### config.mk
export PLATFORM = sky130hd
export DESIGN_NAME = cal_frac_divider
export DESIGN_NICKNAME = d
export VERILOG_FILES = /design/src/rtl/cal_div_pkg.sv /design/src/rtl/cal_time_track.sv /design/src/rtl/cal_rate_fsm.sv /design/src/rtl/cal_phase_acc.sv /design/src/rtl/cal_frac_divider.sv
export SDC_FILE = /design/constraint.sdc
export NUM_CORES = 1
export LEC_CHECK = 0
export CAP_MARGIN = 20
export CELL_PAD_IN_SITES_DETAIL_PLACEMENT = 1
export CELL_PAD_IN_SITES_GLOBAL_PLACEMENT = 2
export CORE_UTILIZATION = 35
export DETAILED_ROUTE_END_ITERATION = 12
export HOLD_SLACK_MARGIN = 0.06
export PLACE_DENSITY_LB_ADDON = 0.1
export SLEW_MARGIN = 40
export SYNTH_ARGS = -nofsm -noshare
export SYNTH_HDL_FRONTEND = slang
export SYNTH_SLANG_ARGS = --single-unit
### constraint.sdc
create_clock -name clk -period 3.3 [get_ports clk]
set_input_delay 0.33 -clock clk [delete_from_list [all_inputs] [get_ports clk]]
set_output_delay 0.33 -clock clk [all_outputs]
set_load 0.02 [all_outputs]
### src/rtl/cal_div_pkg.sv
package cal_div_pkg;
    typedef enum logic [1:0] {
        RATE_NOM  = 2'b00,
        RATE_FAST = 2'b01,
        RATE_SLOW = 2'b10
    } rate_e;

    localparam int CAL_W = 6;
    localparam int MAG_W = 5;
endpackage

### src/rtl/cal_time_track.sv
module cal_time_track #(
    parameter int SECS_PER_MIN  = 60,
    parameter int NEG_CYCLE_MIN = 16,
    parameter int SEC_W         = 6,
    parameter int MIN_W         = 4
) (
    input  logic             clk,
    input  logic             rst_n,
    input  logic             step,
    output logic [SEC_W-1:0] sec_q,
    output logic [MIN_W-1:0] min_q,
    output logic [SEC_W-1:0] sec_nx,
    output logic [MIN_W-1:0] min_nx
);
    // Position after one step; used by the rate FSM to pick the coming second's rate.
    always_comb begin
        sec_nx = sec_q;
        min_nx = min_q;
        if (sec_q == SEC_W'(SECS_PER_MIN - 1)) begin
            sec_nx = '0;
            min_nx = (min_q == MIN_W'(NEG_CYCLE_MIN - 1)) ? '0 : min_q + 1'b1;
        end else begin
            sec_nx = sec_q + 1'b1;
        end
    end

    always_ff @(posedge clk) begin
        if (!rst_n) begin
            sec_q <= '0;
            min_q <= '0;
        end else if (step) begin
            sec_q <= sec_nx;
            min_q <= min_nx;
        end
    end

    a_r5_sec_range: assert property (@(posedge clk) disable iff (!rst_n)
        sec_q < SEC_W'(SECS_PER_MIN));

    a_r5_hold_without_step: assert property (@(posedge clk) disable iff (!rst_n)
        !step |=> $stable(sec_q) && $stable(min_q));
endmodule

### src/rtl/cal_rate_fsm.sv
module cal_rate_fsm
    import cal_div_pkg::*;
#(
    parameter int SEC_W = 6,
    parameter int MIN_W = 4,
    parameter int POS_W = 3
) (
    input  logic             clk,
    input  logic             rst_n,
    input  logic             cal_we,
    input  logic [CAL_W-1:0] cal_wdata,
    input  logic             boundary,
    input  logic [SEC_W-1:0] sec_nx,
    input  logic [MIN_W-1:0] min_nx,
    output rate_e            rate
);
    logic [CAL_W-1:0] cal_pend;
    logic [CAL_W-1:0] cal_act;
    rate_e            state_q;
    rate_e            state_d;
    logic [MAG_W-1:0] mag;
    logic             sign_pos;
    logic             in_window;
    logic             cycle_start;
    logic             pick;

    // The value that becomes active at this boundary decides the coming second.
    assign mag      = cal_pend[MAG_W-1:0];
    assign sign_pos = cal_pend[CAL_W-1];

    always_comb begin
        in_window   = ({{(32-SEC_W){1'b0}}, sec_nx} < {{(32-MAG_W){1'b0}}, mag});
        cycle_start = sign_pos ? (min_nx[POS_W-1:0] == '0) : (min_nx == '0);
        pick        = (mag != '0) && in_window && cycle_start;
    end

    // Next state: transitions hold-nominal, enter-fast, enter-slow, stay.
    always_comb begin
        state_d = state_q;
        unique case (state_q)
            RATE_NOM, RATE_FAST, RATE_SLOW: begin
                if (boundary) begin
                    if (!pick)         state_d = RATE_NOM;
                    else if (sign_pos) state_d = RATE_FAST;
                    else               state_d = RATE_SLOW;
                end
            end
            default: state_d = RATE_NOM;
        endcase
    end

    // State register and calibration registers.
    always_ff @(posedge clk) begin
        if (!rst_n) begin
            state_q  <= RATE_NOM;
            cal_pend <= '0;
            cal_act  <= '0;
        end else begin
            state_q <= state_d;
            if (boundary) cal_act  <= cal_pend;
            if (cal_we)   cal_pend <= cal_wdata;
        end
    end

    // Output process.
    always_comb rate = state_q;

    a_r7_zero_mag_nominal: assert property (@(posedge clk) disable iff (!rst_n)
        (state_q != RATE_NOM) |-> (cal_act[MAG_W-1:0] != '0));

    a_r6_sign_matches_rate: assert property (@(posedge clk) disable iff (!rst_n)
        ((state_q == RATE_FAST) |-> cal_act[CAL_W-1]) and
        ((state_q == RATE_SLOW) |-> !cal_act[CAL_W-1]));

    a_r8_hold_mid_second: assert property (@(posedge clk) disable iff (!rst_n)
        !boundary |=> $stable(state_q) && $stable(cal_act));
endmodule

### src/rtl/cal_phase_acc.sv
module cal_phase_acc
    import cal_div_pkg::*;
#(
    parameter int PULSES    = 100,
    parameter int TICKS_NOM = 512
) (
    input  logic  clk,
    input  logic  rst_n,
    input  logic  tick_in,
    input  rate_e rate,
    output logic  pulse_q,
    output logic  sec_q,
    output logic  boundary
);
    localparam int ACC_W = $clog2(TICKS_NOM + PULSES + 2);
    localparam int CNT_W = $clog2(PULSES);

    logic [ACC_W-1:0] acc_q;
    logic [ACC_W-1:0] acc_d;
    logic [ACC_W-1:0] sum;
    logic [ACC_W-1:0] modulus;
    logic [CNT_W-1:0] cnt_q;
    logic [CNT_W-1:0] cnt_d;
    logic             fire;

    always_comb begin
        unique case (rate)
            RATE_FAST: modulus = ACC_W'(TICKS_NOM - 1);
            RATE_SLOW: modulus = ACC_W'(TICKS_NOM + 1);
            default:   modulus = ACC_W'(TICKS_NOM);
        endcase
    end

    always_comb begin
        sum      = acc_q + ACC_W'(PULSES);
        fire     = tick_in && (sum >= modulus);
        boundary = fire && (cnt_q == CNT_W'(PULSES - 1));
        if (!tick_in)      acc_d = acc_q;
        else if (boundary) acc_d = '0;
        else if (fire)     acc_d = sum - modulus;
        else               acc_d = sum;
        if (boundary)  cnt_d = '0;
        else if (fire) cnt_d = cnt_q + 1'b1;
        else           cnt_d = cnt_q;
    end

    always_ff @(posedge clk) begin
        if (!rst_n) begin
            acc_q   <= '0;
            cnt_q   <= '0;
            pulse_q <= 1'b0;
            sec_q   <= 1'b0;
        end else begin
            acc_q   <= acc_d;
            cnt_q   <= cnt_d;
            pulse_q <= fire;
            sec_q   <= boundary;
        end
    end

    a_r9_acc_below_mod: assert property (@(posedge clk) disable iff (!rst_n)
        acc_q < modulus);

    a_r2_sec_with_pulse: assert property (@(posedge clk) disable iff (!rst_n)
        sec_q |-> pulse_q);

    a_r10_idle_hold: assert property (@(posedge clk) disable iff (!rst_n)
        !tick_in |=> $stable(acc_q) && $stable(cnt_q) && !pulse_q);
endmodule

### src/rtl/cal_frac_divider.sv
module cal_frac_divider
    import cal_div_pkg::*;
#(
    parameter int PULSES        = 100,
    parameter int TICKS_NOM     = 512,
    parameter int SECS_PER_MIN  = 60,
    parameter int POS_CYCLE_MIN = 8,
    parameter int NEG_CYCLE_MIN = 16,
    localparam int SEC_W        = $clog2(SECS_PER_MIN),
    localparam int MIN_W        = $clog2(NEG_CYCLE_MIN),
    localparam int POS_W        = $clog2(POS_CYCLE_MIN)
) (
    input  logic             clk,
    input  logic             rst_n,
    input  logic             tick_in,
    input  logic             cal_we,
    input  logic [5:0]       cal_wdata,
    output logic             tick_100,
    output logic             tick_sec,
    output logic [SEC_W-1:0] sec_idx,
    output logic [MIN_W-1:0] min_idx,
    output logic [1:0]       rate_mode
);
    rate_e            rate;
    logic             boundary;
    logic [SEC_W-1:0] sec_nx;
    logic [MIN_W-1:0] min_nx;

    cal_phase_acc #(
        .PULSES    (PULSES),
        .TICKS_NOM (TICKS_NOM)
    ) u_acc (
        .clk      (clk),
        .rst_n    (rst_n),
        .tick_in  (tick_in),
        .rate     (rate),
        .pulse_q  (tick_100),
        .sec_q    (tick_sec),
        .boundary (boundary)
    );

    cal_time_track #(
        .SECS_PER_MIN  (SECS_PER_MIN),
        .NEG_CYCLE_MIN (NEG_CYCLE_MIN),
        .SEC_W         (SEC_W),
        .MIN_W         (MIN_W)
    ) u_pos (
        .clk    (clk),
        .rst_n  (rst_n),
        .step   (boundary),
        .sec_q  (sec_idx),
        .min_q  (min_idx),
        .sec_nx (sec_nx),
        .min_nx (min_nx)
    );

    cal_rate_fsm #(
        .SEC_W (SEC_W),
        .MIN_W (MIN_W),
        .POS_W (POS_W)
    ) u_fsm (
        .clk       (clk),
        .rst_n     (rst_n),
        .cal_we    (cal_we),
        .cal_wdata (cal_wdata),
        .boundary  (boundary),
        .sec_nx    (sec_nx),
        .min_nx    (min_nx),
        .rate      (rate)
    );

    assign rate_mode = rate;

    a_r5_advance_on_sec: assert property (@(posedge clk) disable iff (!rst_n)
        !tick_sec |-> $stable(sec_idx));
endmodule

==> qor.csv <==
stage;metric;value;unit
status;status;finished clean;
timing;hold_viol_final;0;
global_route;met1_usage;27.3;%
synthesis;synth-seq-cells;37;
global_route;grt.busiest_layer;met2;
cts;htreeDepth;2;
synthesis;synth_common_cells;37 x dfxtp_1, 29 x nor2_1, 26 x nand2_1, 20 x a21oi_1, 20 x ha_1;
global_route;antenna_found_initial;0;
synthesis;synth_largest_area_cell;dfxtp_1;
floorplan;core;6910;um^2
power;ir_drop;0.177;mV
placed_design;placedCellCount;421;
detailed_routing;viasPerCell;5.34;
timing;post-route-period-util;92.9;%
placed_design;port_buffers;23;
synthesis;ys_types;57;
cts;clock-sinks;37;
global_route;grt_util_met2;31.4;%
cts;cts_tree;built;
worst_setup_path;crit_required;3.50;ns
timing;maxSlewViolCount;0;
cells_and_area;fillers;873;
synthesis;netlist_area;2540;um^2
cts;ctsHoldBuffers;0;
timing;skew;0.0104;ns
timing;setup_viol;0;
cts;numCtsBuffers;5;
floorplan;fp.dieArea;7600;um^2
power;pwr-share-comb;24.1;%
cells_and_area;antenna_cells;0;
synthesis;synth_warnings;0;
worst_setup_path;path_max_fanout;8;
placed_design;hpwlAfterDp;5170;um
synthesis;synthTopCellsByArea;dfxtp_1 29%, ha_1 9.9%, nor2_1 4.3%, a21oi_1 3.9%, mux2i_1 3.9%;
detailed_routing;drt-pass1-iter-count;5;
global_route;grt_max_degree;29;
floorplan;start_util;36.8;%
synthesis;syn_avg_cell_area;8.25;um^2
global_route;grt.total_usage;19.5;%
worst_setup_path;cp-start-kind;flip-flop;
synthesis;ys.flop_type;dfxtp_1;
detailed_routing;via_count;2314;
synthesis;syn_inst;308;
synthesis;yosysMostFrequentCell;dfxtp_1;
cells_and_area;nets;367;
floorplan;dieHeight;87.2;um
detailed_routing;post_drt_wl_per_cell;15.8;um
power;switching_share;30.4;%
detailed_routing;drt_iter0_markers;68;
worst_hold_path;min-delay-path-class;flip-flop to flip-flop;
timing;max_freq;326;MHz
cells_and_area;area_growth_syn_to_layout;19.8;%
worst_setup_path;arrival;3.26;ns
power;static-leakage-power;0.00118;uW
power;p_per_area;383;nW/um^2
power;power.switching;355;uW
detailed_routing;drc_errors;0;
global_route;grt_pass1_vias;2303;
placed_design;place.gp.congestion;0.756;
synthesis;synth_edf_count;0;
power;p_seq_share;40.9;%
global_route;met3_usage;3.22;%
floorplan;core.rowCount;30;
timing;setup_ws;0.236;ns
floorplan;pin_count;24;
power;power;1170;uW
detailed_routing;drt_wl_total;6840;um
placed_design;placed_area;2870;um^2
timing;slew_headroom;63.4;%
synthesis;async_flop_share;0;%
worst_setup_path;end_kind;flip-flop;
power;clockPowerShare;34.9;%
cells_and_area;stdcell_area;3040;um^2
placed_design;post-place-ws;0.103;ns
worst_setup_path;critPathKind;flip-flop to flip-flop;
timing;fin_tns_setup;0;ns
cells_and_area;fin_cells;433;
cells_and_area;drive_gt1_share;9.79;%
timing;rsz0062_at_grt;no;
global_route;grt_pass1_wl;11500;um
detailed_routing;ant_nets;0;
timing;min_period;3.06;ns
job;drv_cap;0;
power;p_int;811;uW
cts;root_buffer;clkbuf_8;
synthesis;synth_top_area_share;29.2;%
timing;worst_pin_slew;0.544;ns
synthesis;synth_fp_nets;339;
synthesis;ys_seq_area_share;29.2;%
cts;clk_latency;0.29;ns
global_route;grt_overflow;0;
cts;cts.clk_slew.worst_paths;0.09;ns
floorplan;die_w;87.2;um
cts;clockBufferDepth;2;
layout by cell type, fill, tap and decap left out, types with 4 or more instances in the layout:
cell             count
dfxtp_1             37
nor2_1              29
nand2_1             26
clkdlybuf4s50_1     23
ha_1                20
a21oi_1             19
nand3_1             17
inv_1               16
o21ai_0             16
mux2i_1             10
nor3_1               9
xnor2_1              9
buf_4                9
xor2_1               7
and3_1               6
or3_1                6
nand4_1              6
o21a_1               6
a31oi_1              6
clkbuf_8             5
a21o_1               4
critical path, stage by stage, from the launching register on:
cell and delay (ns):
dfxtp_1 0.36, ha_1 0.27, a21oi_2 0.23, nand2b_1 0.10, nand2_1 0.09, xnor2_1 0.09, ha_1 0.37, nand4_1 0.15
or3_1 0.44, o211a_2 0.25, nor2_4 0.22, o21ai_0 0.13, a32o_1 0.27
stage by stage:
step	hold slack [ns]	utilization, %
after floorplan	0.432	-
after global placement	0.447	41.5
after detailed placement	0.449	41.5
after CTS	0.461	43.2
after global routing	0.470	44.1
final	0.457	44.1
metal layers:
metal / share of wire (%) / wire, um / vias up
met5: 0 / 0 / -
met4: 0.95 / 65 / 0
met3: 3.3 / 228 / 6
met2: 45 / 3090 / 34
met1: 51 / 3460 / 1104
li1: - / - / 1170
path summary, 6_finish.rpt:
check | endpoint | start | slack [ns] | depth (start not counted)
setup / recovery | u_acc.cnt_q[3] | u_acc.acc_q[2] | 0.24 | 12
hold reg to reg | u_acc.acc_q[0] | u_acc.acc_q[0] | 0.46 | 2
setup reg to reg | u_acc.cnt_q[3] | u_acc.acc_q[2] | 0.24 | 12
hold / removal | u_acc.acc_q[0] | u_acc.acc_q[0] | 0.46 | 2
power groups by stage:
stage | clock network [uW] | registers [uW] | logic [uW]
2_1_floorplan | 0 | 483 | 210
3_3_place_gp | 0 | 488 | 277
3_5_place_dp | 0 | 487 | 277
4_1_cts | 414 | 477 | 279
5_1_grt | 437 | 480 | 317
6_report | 407 | 477 | 281
repair_timing:
| item | in CTS | in global routing |
|---|---|---|
| endpoints found under the hold margin | 0 | 0 |
| buffers inserted | 0 | 4 |
| endpoints found under the setup margin | 0 | 21 |
| resized for setup | 0 | 3 |
logic make-up after synthesis:
family	synth area share, %
multiplexers	3.94
XOR/XNOR	5.52
flip-flops	29.2
AND/OR/NAND/NOR	24.5
buffers and inverters	5.12
AO/OA/AOI/OAI	21.1
adder cells (fa/ha/maj)	10.6
flip-flops by register name, indices dropped and copies added, names as in the netlist:
| register | count |
|---|---|
| u_acc.pulse_q | 1 |
| u_fsm.rate | 2 |
| u_acc.sec_q | 1 |
| u_acc.acc_q | 10 |
| u_pos.min_q | 4 |
| u_fsm.cal_pend | 6 |
| u_acc.cnt_q | 7 |
| u_pos.sec_q | 6 |
cell type report:
cell class | instances | area (um^2) | area share (%)
Tap cell | 96 | 120 | 3.95
Sequential cell | 37 | 741 | 24.3
Clock buffer | 5 | 68.8 | 2.26
Multi-Input combinational cell | 242 | 1690 | 55.5
Clock inverter | 3 | 43.8 | 1.44
Timing Repair Buffer | 33 | 318 | 10.4
Inverter | 17 | 63.8 | 2.10
No activity file was read; power rests on OpenSTA's default activity.
